===== src/rtl/wsl_pkg.sv =====
package wsl_pkg;

    // Target type codes carried in address bits 11..9
    typedef enum logic [2:0] {
        TGT_COEF  = 3'b000,
        TGT_CFG   = 3'b001,
        TGT_SEL   = 3'b011,
        TGT_RND   = 3'b101,
        TGT_LIM   = 3'b111
    } tgt_e;

    localparam int unsigned TYPE_W  = 3;
    localparam int unsigned INDEX_W = 9;
    localparam int unsigned BYTE_W  = 8;

    // Number of data words that follow an address of the given code; 0 = undefined
    function automatic int unsigned burst_len(input logic [2:0] code,
                                              input int unsigned taps,
                                              input int unsigned nbytes);
        case (code)
            3'b000:        return taps;
            3'b001, 3'b011: return 1;
            3'b101, 3'b111: return nbytes;
            default:       return 0;
        endcase
    endfunction

endpackage


===== src/rtl/wsl_session.sv =====
module wsl_session (
    input  logic clk,
    input  logic rst,
    input  logic load_n,
    output logic active
);
    logic prev_hi_q;   // load_n sampled high on the previous edge
    logic open_q;      // a session is already running

    assign active = !load_n && (open_q || prev_hi_q);

    always_ff @(posedge clk) begin
        if (rst) begin
            prev_hi_q <= 1'b0;
            open_q    <= 1'b0;
        end else begin
            prev_hi_q <= load_n;
            open_q    <= active;
        end
    end

    // a high sample always closes the session
    p_release_closes_r11: assert property (@(posedge clk) disable iff (rst)
        load_n |=> !open_q);

endmodule


===== src/rtl/wsl_sequencer.sv =====
module wsl_sequencer
    import wsl_pkg::*;
#(
    parameter int unsigned WORD_W = 12,
    parameter int unsigned TAPS   = 8,
    parameter int unsigned NBYTES = 4,
    localparam int unsigned CNT_W = $clog2(TAPS + 1)
) (
    input  logic              clk,
    input  logic              rst,
    input  logic              active,
    input  logic              take,
    input  logic [WORD_W-1:0] word,
    output logic              busy,
    output logic              last,
    output tgt_e              kind,
    output logic [INDEX_W-1:0] index,
    output logic [CNT_W-1:0]  pos
);
    logic [CNT_W-1:0] len_q;
    logic [CNT_W-1:0] new_len;

    assign new_len = CNT_W'(burst_len(word[WORD_W-1 -: TYPE_W], TAPS, NBYTES));
    assign last    = busy && (pos == len_q - 1'b1);

    always_ff @(posedge clk) begin
        if (rst || !active) begin
            busy <= 1'b0;
            pos  <= '0;
            if (rst) begin
                kind  <= TGT_COEF;
                index <= '0;
                len_q <= '0;
            end
        end else if (take) begin
            if (!busy) begin
                if (new_len != 0) begin
                    busy  <= 1'b1;
                    kind  <= tgt_e'(word[WORD_W-1 -: TYPE_W]);
                    index <= word[INDEX_W-1:0];
                    len_q <= new_len;
                    pos   <= '0;
                end
            end else if (last) begin
                busy <= 1'b0;
                pos  <= '0;
            end else begin
                pos <= pos + 1'b1;
            end
        end
    end

    // position never reaches the burst length
    p_pos_bound_r4: assert property (@(posedge clk) disable iff (rst)
        busy |-> (pos < len_q));

    // a held word leaves the count untouched
    p_hold_freezes_r9: assert property (@(posedge clk) disable iff (rst)
        (active && !take && $past(active)) |=> $stable(pos));

endmodule


===== src/rtl/wsl_assembler.sv =====
module wsl_assembler
    import wsl_pkg::*;
#(
    parameter int unsigned WORD_W = 12,
    parameter int unsigned TAPS   = 8,
    parameter int unsigned NBYTES = 4,
    localparam int unsigned DATA_W = TAPS * WORD_W,
    localparam int unsigned CNT_W  = $clog2(TAPS + 1)
) (
    input  logic              clk,
    input  logic              rst,
    input  logic              clear,
    input  logic              load,
    input  tgt_e              kind,
    input  logic [CNT_W-1:0]  pos,
    input  logic [WORD_W-1:0] word,
    output logic [DATA_W-1:0] merged
);
    logic [DATA_W-1:0] buf_q;
    logic [TAPS-1:0]   lane_hit;
    logic [NBYTES-1:0] byte_hit;

    for (genvar g = 0; g < TAPS; g++) begin : g_lane
        assign lane_hit[g] = (kind == TGT_COEF) && (pos == CNT_W'(g));
    end
    for (genvar b = 0; b < NBYTES; b++) begin : g_byte
        assign byte_hit[b] = (kind == TGT_RND || kind == TGT_LIM) && (pos == CNT_W'(b));
    end

    always_comb begin
        merged = buf_q;
        for (int g = 0; g < TAPS; g++)
            if (lane_hit[g]) merged[g*WORD_W +: WORD_W] = word;
        for (int b = 0; b < NBYTES; b++)
            if (byte_hit[b]) merged[b*BYTE_W +: BYTE_W] = word[BYTE_W-1:0];
        if (kind == TGT_CFG || kind == TGT_SEL)
            merged[WORD_W-1:0] = word;
    end

    always_ff @(posedge clk) begin
        if (rst || clear) buf_q <= '0;
        else if (load)    buf_q <= merged;
    end

endmodule


===== src/rtl/wsl_loader.sv =====
module wsl_loader
    import wsl_pkg::*;
#(
    parameter int unsigned WORD_W = 12,
    parameter int unsigned TAPS   = 8,
    parameter int unsigned NBYTES = 4,
    localparam int unsigned DATA_W = TAPS * WORD_W,
    localparam int unsigned CNT_W  = $clog2(TAPS + 1)
) (
    input  logic              clk,
    input  logic              rst,
    input  logic              load_n,
    input  logic              hold,
    input  logic [WORD_W-1:0] word_in,
    output logic              wr_en,
    output logic [2:0]        wr_kind,
    output logic [8:0]        wr_index,
    output logic [DATA_W-1:0] wr_data
);
    logic              active, take, busy, last;
    tgt_e              kind;
    logic [INDEX_W-1:0] index;
    logic [CNT_W-1:0]  pos;
    logic [DATA_W-1:0] merged;

    assign take = active && !hold;

    wsl_session u_session (
        .clk(clk), .rst(rst), .load_n(load_n), .active(active)
    );

    wsl_sequencer #(.WORD_W(WORD_W), .TAPS(TAPS), .NBYTES(NBYTES)) u_seq (
        .clk(clk), .rst(rst), .active(active), .take(take), .word(word_in),
        .busy(busy), .last(last), .kind(kind), .index(index), .pos(pos)
    );

    wsl_assembler #(.WORD_W(WORD_W), .TAPS(TAPS), .NBYTES(NBYTES)) u_asm (
        .clk(clk), .rst(rst), .clear(take && !busy), .load(take && busy),
        .kind(kind), .pos(pos), .word(word_in), .merged(merged)
    );

    always_ff @(posedge clk) begin
        if (rst) begin
            wr_en    <= 1'b0;
            wr_kind  <= '0;
            wr_index <= '0;
            wr_data  <= '0;
        end else begin
            wr_en <= take && last;
            if (take && last) begin
                wr_kind  <= kind;
                wr_index <= index;
                wr_data  <= merged;
            end
        end
    end

    // the strobe never lasts two cycles (the next word must be an address)
    p_single_pulse_r7: assert property (@(posedge clk) disable iff (rst)
        wr_en |=> !wr_en);

    // an edge with the strobe released never commits
    p_release_no_write_r11: assert property (@(posedge clk) disable iff (rst)
        load_n |=> !wr_en);

    // a held edge never commits
    p_hold_no_write_r9: assert property (@(posedge clk) disable iff (rst)
        hold |=> !wr_en);

    // only defined type codes reach the output
    p_kind_legal_r3: assert property (@(posedge clk) disable iff (rst)
        wr_en |-> (wr_kind == 3'b000 || wr_kind == 3'b001 || wr_kind == 3'b011 ||
                   wr_kind == 3'b101 || wr_kind == 3'b111));

endmodule


===== config.mk =====
export PLATFORM = sky130hd
export DESIGN_NAME = wsl_loader
export DESIGN_NICKNAME = d
export VERILOG_FILES = /design/src/rtl/wsl_pkg.sv /design/src/rtl/wsl_session.sv /design/src/rtl/wsl_sequencer.sv /design/src/rtl/wsl_assembler.sv /design/src/rtl/wsl_loader.sv
export SDC_FILE = /design/constraint.sdc
export NUM_CORES = 1
export LEC_CHECK = 0
export BUFFER_PORTS_ARGS = -buffer_cell sky130_fd_sc_hd__buf_2
export CAP_MARGIN = 10
export CORE_UTILIZATION = 53
export DETAILED_ROUTE_END_ITERATION = 12
export PLACE_DENSITY = 0.79
export REMOVE_ABC_BUFFERS = 1
export SKIP_CTS_REPAIR_TIMING = 1
export SLEW_MARGIN = 30
export SYNTH_ARGS = -nofsm -noshare
export SYNTH_HDL_FRONTEND = slang
export SYNTH_HIERARCHICAL = 1
export SYNTH_SLANG_ARGS = --single-unit

===== constraint.sdc =====
create_clock -name clk -period 2.4 [get_ports clk]
set_clock_uncertainty 0.2 [all_clocks]
set_input_delay 0.24 -clock clk [delete_from_list [all_inputs] [get_ports clk]]
set_output_delay 0.24 -clock clk [all_outputs]
set_load 0.01 [all_outputs]

==> metrics <==
post-route fraction of the period consumed by the critical path 0.958; #FFs+latches synth 227; global route overflow 0; mux share of post-synthesis cell area 0.217; category of cells accounting for the largest share of critical-path delay buffers and inverters; count of pins over their slew limit 0; filler cell count 1633; xor-xnor portion of the synthesized cell area 0.00290; wire length of the first global-routing pass 39.9 mm; RSZ-0062 raised after global routing false; Post-Place Worst Slack 0.115 ns; adder-cell area share of the yosys netlist 0.00232; relative slew slack 0.668; height of the chip 145 µm; mean cell area of the mapped netlist 9.74 µm²; post-route cell area 12600 µm²; cell-by-cell trace of the critical path inv_1 > ha_1 > xor2_1 > o2111ai_2 > inv_2 > and3b_4 > buf_16 > mux2i_1; H-tree lvl count 1; fraction of the mapped netlist area in simple logic gates 0.233; number of buffer and inverter stages on the critical path 3; number of antenna diodes 0; measured slew at the worst slew-check pin 0.498 ns; fmax 0.435 GHz; maximum vdd drop 0.432 mV; Post-synth ARST share 0; die width 145 µm; total placed instance area 11800 µm²; via count of the routed design 8168; share of the core filled with cells in the final layout 0.639; port buffer count 124; CP max stage cell sky130_fd_sc_hd__edfxtp_1; maximum fanout along the worst path 36; Die Footprint 20900 µm²; non-filler cells in the finished layout 1490; Slowest Stage Delay on Critical Path 0.39 ns; data required time at the worst endpoint 2.64 ns; run status finished clean; Syn Inst Count 1107; pin count of the biggest net entering global routing 153; antenna violations before repair 0; final wirelength 25.4 mm; cts bufs inserted 24; vias in the first global route 7848; worst hold margin 0.0155 ns; crit path setup slack, layout 0.101 ns; I/O pin count 125; power density relative to cell area 619 nW/µm²; remaining design rule violation count 0; ys flop type sky130_fd_sc_hd__dfxtp_1; MaxCap Viol Count 0; final count of hold timing violations 0; main combinational cell family by area after synthesis simple AND/OR/NAND/NOR gates; initial standard-cell utilization of the core 0.547; nets@finish 1226; clock latency on the worst-skew pair 0.52 ns; final critical delay including setup and external delays 2.30 ns; Floorplan Core Area 19700 µm²; Synth Cell Area 10800 µm²; Data arrival, critical path 2.53 ns; Fin Setup TNS 0 ns; area growth from synthesis to layout 16.8%; proportion of synthesized chip area in sequential cells 0.435; number of optimization iterations in the first detailed-route pass 5; cell total after placement 1445; residual antenna-violating net count after detailed routing 0; average detailed-routed wire length per instance 17.1 µm; Total Power Consumption 7.80 mW; class of the tightest hold or removal check primary input to flop; TritonCTS clock tree yes; commonest non-fill, non-tap cells in the layout sky130_fd_sc_hd__nand2b_1 (218), sky130_fd_sc_hd__dfxtp_1 (212), sky130_fd_sc_hd__mux2i_1 (144); yosys synthesis warning count 6; most common library cell in the layout ignoring fill and taps sky130_fd_sc_hd__nand2b_1; total number of clock tree sinks 227; count of flip-flops with a built-in enable after synthesis 15; clock tree root driver cell sky130_fd_sc_hd__clkbuf_16; final-report setup violation count 0; GRT Resource Usage Total 0.243; number of violations reported at the end of detailed-routing iteration 0 670; DP HPWL 15.5 mm; via density per instance 5.48; leakage power total 4.99 nW; Worst Setup Path Type flop to flop; clock transition at the registers of the reported paths 0.06 ns; number of library cell types mapped by synthesis 52; endpoint class of the critical path flop; share of layout cells above drive strength 1 0.247; complex-gate fraction of the synthesized area 0.0715; RePlAce Congestion 0.852; # rows 51; startpoint type of the worst setup path flop; Max Root-Sink Buffers 3
## worst reg2reg max path, cell delays in order, from the launching register on
cell,delay [ns]
sky130_fd_sc_hd__edfxtp_1,0.39
sky130_fd_sc_hd__inv_1,0.06
sky130_fd_sc_hd__ha_1,0.29
sky130_fd_sc_hd__xor2_1,0.16
sky130_fd_sc_hd__o2111ai_2,0.16
sky130_fd_sc_hd__inv_2,0.09
sky130_fd_sc_hd__and3b_4,0.32
sky130_fd_sc_hd__buf_16,0.27
sky130_fd_sc_hd__mux2i_1,0.27
## report_power, final
part / internal, mW / switching, mW / total, mW
clock network: 2.14 / 1.49 / 3.63
registers: 3.82 / 0.00846 / 3.83
logic: 0.125 / 0.217 / 0.342
## path summary, 6_finish.rpt
check / from / endpoint / slack [ns] / cells past startpoint
hold / removal: rst / u_session/open_q / 0.02 / 2
setup reg to reg: u_seq/len_q[0] / wr_data[41] / 0.10 / 8
hold reg to reg: wr_data[4] / wr_data[4] / 0.27 / 2
setup / recovery: u_seq/len_q[0] / wr_data[41] / 0.10 / 8
## metal layers
metal | up-vias | track usage | wire [µm]
li1 | 4021 | - | -
met1 | 3837 | 0.311 | 11400
met2 | 248 | 0.416 | 12000
met3 | 62 | 0.0355 | 1280
met4 | 0 | 0.0864 | 712
met5 | - | 0 | 0
## cell families after synthesis
| group | Yosys count |
|---|---|
| xor gates and xnor gates | 2 |
| and+or+nand+nor | 436 |
| buffers and inverters | 98 |
| AOI/OAI and AO/OA | 118 |
| adders and majority gates | 2 |
| muxes | 224 |
| DFF | 227 |
## Yosys cell counts, types with 9 or more instances
master / number / share of area
sky130_fd_sc_hd__nand2b_1: 218 / 0.13
sky130_fd_sc_hd__dfxtp_1: 212 / 0.39
sky130_fd_sc_hd__mux2i_1: 144 / 0.13
sky130_fd_sc_hd__mux2_2: 80 / 0.084
sky130_fd_sc_hd__clkbuf_1: 66 / 0.023
sky130_fd_sc_hd__nand3_1: 65 / 0.030
sky130_fd_sc_hd__o21ai_0: 49 / 0.023
sky130_fd_sc_hd__nor2_1: 48 / 0.017
sky130_fd_sc_hd__nand2_1: 28 / 0.0097
sky130_fd_sc_hd__a21oi_1: 15 / 0.0070
sky130_fd_sc_hd__buf_2: 15 / 0.0070
sky130_fd_sc_hd__edfxtp_1: 15 / 0.042
sky130_fd_sc_hd__and2_1: 14 / 0.0081
sky130_fd_sc_hd__and3_1: 14 / 0.0081
sky130_fd_sc_hd__nand3b_1: 12 / 0.0084
sky130_fd_sc_hd__o221ai_1: 12 / 0.0097
sky130_fd_sc_hd__nand4_1: 9 / 0.0052
## registers in the layout, indices dropped and copies added, names as in the netlist
register,count
wr_en,1
wr_index,9
u_session/open_q,1
u_session/prev_hi_q,1
u_seq/pos,4
wr_kind,3
u_seq/index,9
u_seq/kind,3
u_seq/len_q,3
u_seq/busy,1
u_asm/buf_q,96
wr_data,96
## final cells by class
| type | instances | area, µm² | share of cell area |
|---|---|---|---|
| Clock inverter | 5 | 25.0 | 0.00199 |
| Multi-Input combinational cell | 782 | 5700 | 0.452 |
| Tap cell | 265 | 332 | 0.0263 |
| Inverter | 5 | 18.8 | 0.00149 |
| Sequential cell | 227 | 4690 | 0.373 |
| Clock buffer | 38 | 754 | 0.0599 |
| Timing Repair Buffer | 168 | 1080 | 0.0854 |
Power figures use the tool's default switching activity.
